<file path="src/rtl/rtc_evt_pkg.sv">
package rtc_evt_pkg;
   // event order inside flag and enable vectors (MSB first in the byte)
   localparam int EV_UPD = 0;
   localparam int EV_ALM = 1;
   localparam int EV_PER = 2;
   localparam int EVT_N  = 3;

   typedef enum logic [1:0] {
      SEL_CTRL  = 2'd0,
      SEL_STAT  = 2'd1,
      SEL_INTEG = 2'd2,
      SEL_NONE  = 2'd3
   } reg_sel_e;
endpackage

</file>
<file path="src/rtl/rtc_evt_flags.sv">
module rtc_evt_flags #(
   parameter int N = 3
) (
   input  logic         clk,
   input  logic         rst_n,
   input  logic [N-1:0] evt_i,
   input  logic         clr_i,
   output logic [N-1:0] flag_o
);
   generate
      for (genvar g = 0; g < N; g++) begin : g_flag
         logic q;
         always_ff @(posedge clk or negedge rst_n) begin
            if (!rst_n)
               q <= 1'b0;
            else
               q <= evt_i[g] | (q & ~clr_i);  // set beats clear
         end
         assign flag_o[g] = q;
      end
   endgenerate
endmodule

</file>
<file path="src/rtl/rtc_evt_ctrl.sv">
module rtc_evt_ctrl #(
   parameter int N       = 3,
   parameter int UPD_IDX = 0
) (
   input  logic         clk,
   input  logic         rst_n,
   input  logic         we_i,
   input  logic         hold_d,
   input  logic [N-1:0] en_d,
   output logic [N-1:0] en_o,
   output logic         hold_o
);
   logic [N-1:0] en_next;

   always_comb begin
      en_next = en_d;
      if (hold_d) en_next[UPD_IDX] = 1'b0;
   end

   always_ff @(posedge clk or negedge rst_n) begin
      if (!rst_n) begin
         en_o   <= '0;
         hold_o <= 1'b0;
      end else if (we_i) begin
         en_o   <= en_next;
         hold_o <= hold_d;
      end
   end
endmodule

</file>
<file path="src/rtl/rtc_evt_rdmux.sv">
module rtc_evt_rdmux #(
   parameter int N      = 3,
   parameter int DATA_W = 8
) (
   input  logic              sel_ctrl,
   input  logic              sel_stat,
   input  logic              sel_integ,
   input  logic              hold_i,
   input  logic [N-1:0]      en_i,
   input  logic              summ_i,
   input  logic [N-1:0]      flag_i,
   input  logic              bkup_i,
   output logic [DATA_W-1:0] rdata_o
);
   logic [DATA_W-1:0] ctrl_b, stat_b, integ_b;

   always_comb begin
      ctrl_b  = '0;
      stat_b  = '0;
      integ_b = '0;
      ctrl_b[DATA_W-1]       = hold_i;
      ctrl_b[DATA_W-2 -: N]  = en_i;
      stat_b[DATA_W-1]       = summ_i;
      stat_b[DATA_W-2 -: N]  = flag_i;
      integ_b[DATA_W-1]      = bkup_i;
      unique case (1'b1)
         sel_ctrl:  rdata_o = ctrl_b;
         sel_stat:  rdata_o = stat_b;
         sel_integ: rdata_o = integ_b;
         default:   rdata_o = '0;
      endcase
   end
endmodule

</file>
<file path="src/rtl/rtc_evt_irq.sv">
module rtc_evt_irq
   import rtc_evt_pkg::*;
#(
   parameter int ADDR_W = 2,
   parameter int DATA_W = 8
) (
   input  logic              clk,
   input  logic              rst_n,
   input  logic              tick_i,
   input  logic              alarm_i,
   input  logic              upd_end_i,
   input  logic              bkup_ok_i,
   input  logic [ADDR_W-1:0] reg_addr,
   input  logic              reg_rd,
   input  logic              reg_wr,
   input  logic [DATA_W-1:0] reg_wdata,
   output logic [DATA_W-1:0] reg_rdata,
   output logic              irq_n,
   output logic              xfer_hold
);
   localparam int N     = EVT_N;
   localparam int RSV_W = DATA_W - 1 - N;

   generate
      if (ADDR_W < 2) begin : g_bad_addr
         $error("ADDR_W must be at least 2");
      end
      if (RSV_W < 0) begin : g_bad_data
         $error("DATA_W too small for summary plus event bits");
      end
   endgenerate

   logic           sel_ctrl, sel_stat, sel_integ;
   logic [N-1:0]   evt_vec, flag_q, en_q;
   logic           summ;
   logic           unused_wbits;

   assign sel_ctrl  = (reg_addr == ADDR_W'(SEL_CTRL));
   assign sel_stat  = (reg_addr == ADDR_W'(SEL_STAT));
   assign sel_integ = (reg_addr == ADDR_W'(SEL_INTEG));

   always_comb begin
      evt_vec         = '0;
      evt_vec[EV_PER] = tick_i;
      evt_vec[EV_ALM] = alarm_i;
      evt_vec[EV_UPD] = upd_end_i;
   end

   rtc_evt_flags #(.N(N)) u_flags (
      .clk    (clk),
      .rst_n  (rst_n),
      .evt_i  (evt_vec),
      .clr_i  (reg_rd & sel_stat),
      .flag_o (flag_q)
   );

   rtc_evt_ctrl #(.N(N), .UPD_IDX(EV_UPD)) u_ctrl (
      .clk    (clk),
      .rst_n  (rst_n),
      .we_i   (reg_wr & sel_ctrl),
      .hold_d (reg_wdata[DATA_W-1]),
      .en_d   (reg_wdata[DATA_W-2 -: N]),
      .en_o   (en_q),
      .hold_o (xfer_hold)
   );

   assign summ  = |(en_q & flag_q);
   assign irq_n = ~summ;

   rtc_evt_rdmux #(.N(N), .DATA_W(DATA_W)) u_rd (
      .sel_ctrl  (sel_ctrl),
      .sel_stat  (sel_stat),
      .sel_integ (sel_integ),
      .hold_i    (xfer_hold),
      .en_i      (en_q),
      .summ_i    (summ),
      .flag_i    (flag_q),
      .bkup_i    (bkup_ok_i),
      .rdata_o   (reg_rdata)
   );

   generate
      if (RSV_W > 0) begin : g_rsv
         assign unused_wbits = ^reg_wdata[RSV_W-1:0];
      end else begin : g_norsv
         assign unused_wbits = 1'b0;
      end
   endgenerate
endmodule

</file>
<file path="config.mk">
export PLATFORM = sky130hd
export DESIGN_NAME = rtc_evt_irq
export DESIGN_NICKNAME = d
export VERILOG_FILES = /design/src/rtl/rtc_evt_pkg.sv /design/src/rtl/rtc_evt_flags.sv /design/src/rtl/rtc_evt_ctrl.sv /design/src/rtl/rtc_evt_rdmux.sv /design/src/rtl/rtc_evt_irq.sv
export SDC_FILE = /design/constraint.sdc
export NUM_CORES = 1
export LEC_CHECK = 0
export BUFFER_PORTS_ARGS = -buffer_cell sky130_fd_sc_hd__buf_2
export CORE_AREA = 3 3 40 42
export CTS_CLUSTER_SIZE = 30
export DETAILED_ROUTE_END_ITERATION = 16
export DIE_AREA = 0 0 43 45
export GPL_TIMING_DRIVEN = 1
export HOLD_SLACK_MARGIN = 0.12
export PLACE_DENSITY = 0.67
export REMOVE_ABC_BUFFERS = 1
export SLEW_MARGIN = 20
export SYNTH_ARGS = -nofsm -noshare
export SYNTH_HDL_FRONTEND = slang
export SYNTH_SLANG_ARGS = --single-unit
</file>
<file path="constraint.sdc">
create_clock -name clk -period 1.8 [get_ports clk]
set_clock_uncertainty 0.15 [all_clocks]
set_input_delay 0.09 -clock clk [delete_from_list [all_inputs] [get_ports clk]]
set_output_delay 0.09 -clock clk [all_outputs]
set_load 0.005 [all_outputs]
</file>
# Word-level counts from Yosys, hierarchy flattened
# Index checks and enable logic that the tools add are counted.
[totals]
reg_bits = 7
output_inout_bits = 10
in_bits = 18
[classes]
bitwise_logic = 11
n_reduce_logical = 2
n_mux = 2
n_eq_ne = 2
[op_table]
columns = ["op", "n"]
rows = [
  ["8-bit case mux with 3 select lines", 1],
  ["1-bit bitwise AND", 5],
  ["3-bit bitwise AND", 1],
  ["1-bit OR", 3],
  ["3-bit OR reduction", 1],
  ["2-bit by 1-bit equality test with 1-bit output, second input constant", 1],
  ["2-bit equality test, second input constant", 1],
  ["2-bit zero test", 1],
  ["1-bit inverter", 2],
  ["1-bit two-way mux", 1],
]

# Logic depth before layout (Yosys ltp)
[logic_depth]
depth_word = 5
ltp_mapped = 4

# Hierarchy
# From an unflattened synthesis, not the netlist that was laid out.
[hier_totals]
cells_unflattened = 37
hier_area_um2 = 394.1
[by_module_without_submodules]
columns = ["mod", "n_inst", "cells_each", "area_per_inst_um2"]
rows = [
  ["rtc_evt_ctrl", 1, 10, 150.1],
  ["rtc_evt_flags", 1, 10, 123.9],
  ["rtc_evt_rdmux", 1, 10, 77.6],
  ["rtc_evt_irq", 1, 7, 42.5],
]

# Least setup slack after synthesis
# Ideal clock, no wire load.
[synth_path]
path_kind = "reg2out"
startpoint = "reg u_ctrl.en_o[0]"
endpoint = "out reg_rdata[7]"
t_required_ps = 1560
path_stages_with_launch = 4
path_buffers = 0
slack_ps = 534
t_arrival_ps = 1026
cell_sequence = "dfrtp_1 > a222oi_1 > a211o_1 > o21ai_1"
[synth_between]
elab_chain_cells = 3
[synth_lines]
columns = ["item", "line", "rtl"]
rows = [
  ["from (decl)", "rtc_evt_ctrl.sv:10", "output logic [N-1:0] en_o,"],
  ["from (signal assigned)", "rtc_evt_ctrl.sv:25", "en_o <= en_next;"],
  ["3-bit bitwise AND", "rtc_evt_irq.sv:67", "assign summ = |(en_q & flag_q);"],
  ["3-bit OR reduction", "rtc_evt_irq.sv:67", ""],
  ["8-bit case mux with 3 select lines", "rtc_evt_rdmux.sv:26", "unique case (1'b1)"],
  ["to (decl)", "rtc_evt_irq.sv:17", "output logic [DATA_W-1:0] reg_rdata,"],
]
# No other way between the ends.

# Final worst setup path
# Ends and elaborated chain as after synthesis.

==> reports/summary.txt <==
Avg Cell Area, Syn -> 10.9 sq um
Yosys top cell area share -> 45.9%
M1 wire length -> 354 um
First-pass GRT wire length -> 1480 um
Hold Vio Cnt, Final -> 0
Critical Path AT -> 1.43 ns
Setup TNS -> 0 ns
Via count -> 362
Pwr Total -> 0.448 mW
Initial drt markers -> 5
Initial antenna violation count -> 0
Crit path max fanout -> 3
Top Layer Used -> met3
Tmin final -> 1.67 ns
Largest net degree at the start of global routing -> 9
Power Density -> 733 nW/um^2
Setup Crit Path Kind -> register to output port
Detail Route Antenna Nets -> 0
Final core occ -> 47.6%
Post-synth top flop -> dfrtp_1
HPWL Detailed -> 635 um
# clock sinks -> 7
Initial Util -> 29.7%
Netlist Area Pre-Place -> 382 sq um
Max clock buf depth -> 2
Drt pass-1 iters -> 6
Critical path endpoint category -> output port
Top post-synthesis cells by area -> dfrtp_1 (46%), mux2_2 (12%), mux2i_1 (7.9%), buf_4 (7.9%), a21o_1 (5.9%)
Synth top cells by count -> dfrtp_1 (7), nor2_1 (5), buf_4 (4), mux2_2 (4)
Number of flops mapped to enable cells by yosys -> 0
Unrepaired setup endpoints after global routing -> false
PortBufs -> 19
Filler instances -> 136
Global route overflow -> 0
Drt wl/cell -> 10.9 um
Final wirelength -> 904 um
Chip Width -> 43 um
Nets -> 87
Cells after Synth -> 35
Synthesized flop and latch total -> 7
Inserted Diodes -> 0
Worst IR Drop VDD -> 0.289 mV
Max_cap viols -> 0
Worst Setup Start Kind -> register
Fraction of layout cells with a size suffix above 1 -> 38.2%
Count of final setup violators -> 0
Io pins -> 28
Met3 WL -> 80 um
Tcrit/Tclk final -> 92.7%
Outcome -> finished clean
Post-CTS Setup Inserts -> 0
CP required -> 1.56 ns
Core area -> 1280 sq um
Clk_lat worst skew -> 0.25 ns
Fin. max-slew vios -> 0
H-tree depth -> 1
Sequential fraction of the synthesis area -> 45.9%
Synth Warn # -> 0
Yosys top cell by area -> dfrtp_1
Placed cells -> 67
Die Y -> 45 um
Avg Vias per Cell -> 4.36
Area of the die -> 1940 sq um
GRT Util Overall -> 10.4%
Num CTS Buffers -> 3
Gpl congestion -> 0.711
Library cells used by synthesis -> 14
Vias in the first global route -> 375
Non-Filler Instances -> 83
CTS Root Cell -> clkbuf_4
Area delta synth->final -> 60.3%
Count leader, synth -> dfrtp_1
WL met2 -> 469 um
Max Fclk -> 0.600 GHz
Static Leak -> 0.297 nW
Rows -> 13
CTS tree -> built
Synth async-reset ratio -> 100%
Clk slew on worst S/H paths -> 0.06 ns
Residual DRC count -> 0
Post-CTS Resized -> 0
Class of the worst hold path -> primary input to register
-- what timing repair did --
item / in CTS / in global routing
hold buffers: 12 / 0
endpoints found under the setup margin: 0 / 0
endpoints found under the hold margin: 14 / 0
-- power by group --
part	switching [mW]	total, mW	leakage (nW)	internal [mW]
registers	0.0151	0.193	0.0768	0.177
logic	0.0423	0.111	0.205	0.0682
clock network	0.0604	0.145	0.0150	0.0847
-- final timing paths --
| check | endpoint | slack [ns] | depth (start not counted) | start |
|---|---|---|---|---|
| max | reg_rdata[7] | 0.13 | 4 | u_ctrl.en_o[0] |
| min | u_ctrl.en_o[0] | 0.12 | 3 | reg_wr |
| max reg2reg | u_flags.g_flag[0].q | 0.43 | 2 | u_flags.g_flag[0].q |
| min reg2reg | u_ctrl.en_o[0] | 0.39 | 1 | u_ctrl.en_o[0] |
| max in group asynchronous | u_flags.g_flag[1].q | 0.61 | 3 | rst_n |
| min in group asynchronous | u_ctrl.en_o[0] | 0.64 | 3 | rst_n |
-- layout by cell type (no fill, tap or decap), drive strengths merged, types with 2 or more instances in the layout --
cell / n
nor2: 5
buf: 19
nand2: 2
clkbuf: 4
mux2: 4
dlygate4sd3: 12
conb: 4
dfrtp: 7
mux2i: 3
a21o: 3
-- critical path: stages (launching register included) --
cell and delay [ns]:
dfrtp_1 0.39, a222oi_1 0.43, a211o_1 0.19, o21ai_1 0.05
buf_2 0.12
-- flip-flops by register name, summed over array words and instances (netlist names) --
register	cells
u_ctrl.hold_o	1
u_ctrl.en_o	3
u_flags.g_flag.q	3
-- stage by stage --
step / area [sq um] / hold slack (ns) / worst slack [ns]
after floorplan: 352 / -0.356 / 0.534
after global placement: 465 / -0.224 / 0.421
after CTS: 612 / 0.126 / 0.143
after detailed placement: 465 / -0.220 / 0.420
after global routing: 612 / 0.135 / 0.0577
final: 612 / 0.121 / 0.132
-- routing by layer --
metal / GRT usage [%] / vias to the layer above
met4: 9.04 / 0
met1: 10.2 / 166
li1: - / 181
met2: 18.9 / 15
met5: 0 / -
met3: 1.99 / 0
-- layout make-up --
cell class	count	area (sq um)	share of cell area, %
sequential	7	175	28.6
timing repair buffer	31	215	35.2
tap	15	18.8	3.07
multi-input combinational	26	176	28.8
clock buffer	4	26.3	4.29
-- logic make-up (layout without fill, tap and decap cells) --
| logic type | count (synthesis) | in the layout | share of synthesized area (%) |
|---|---|---|---|
| muxes | 7 | 7 | 19.7 |
| and+or+nand+nor | 9 | 9 | 10.5 |
| AOI/OAI and AO/OA | 6 | 6 | 12.1 |
| other | 1 | 4 | 0.983 |
| DFF | 7 | 7 | 45.9 |
| buffers and inverters | 5 | 35 | 10.8 |
Note: power is estimated with default switching activity, not from simulation.
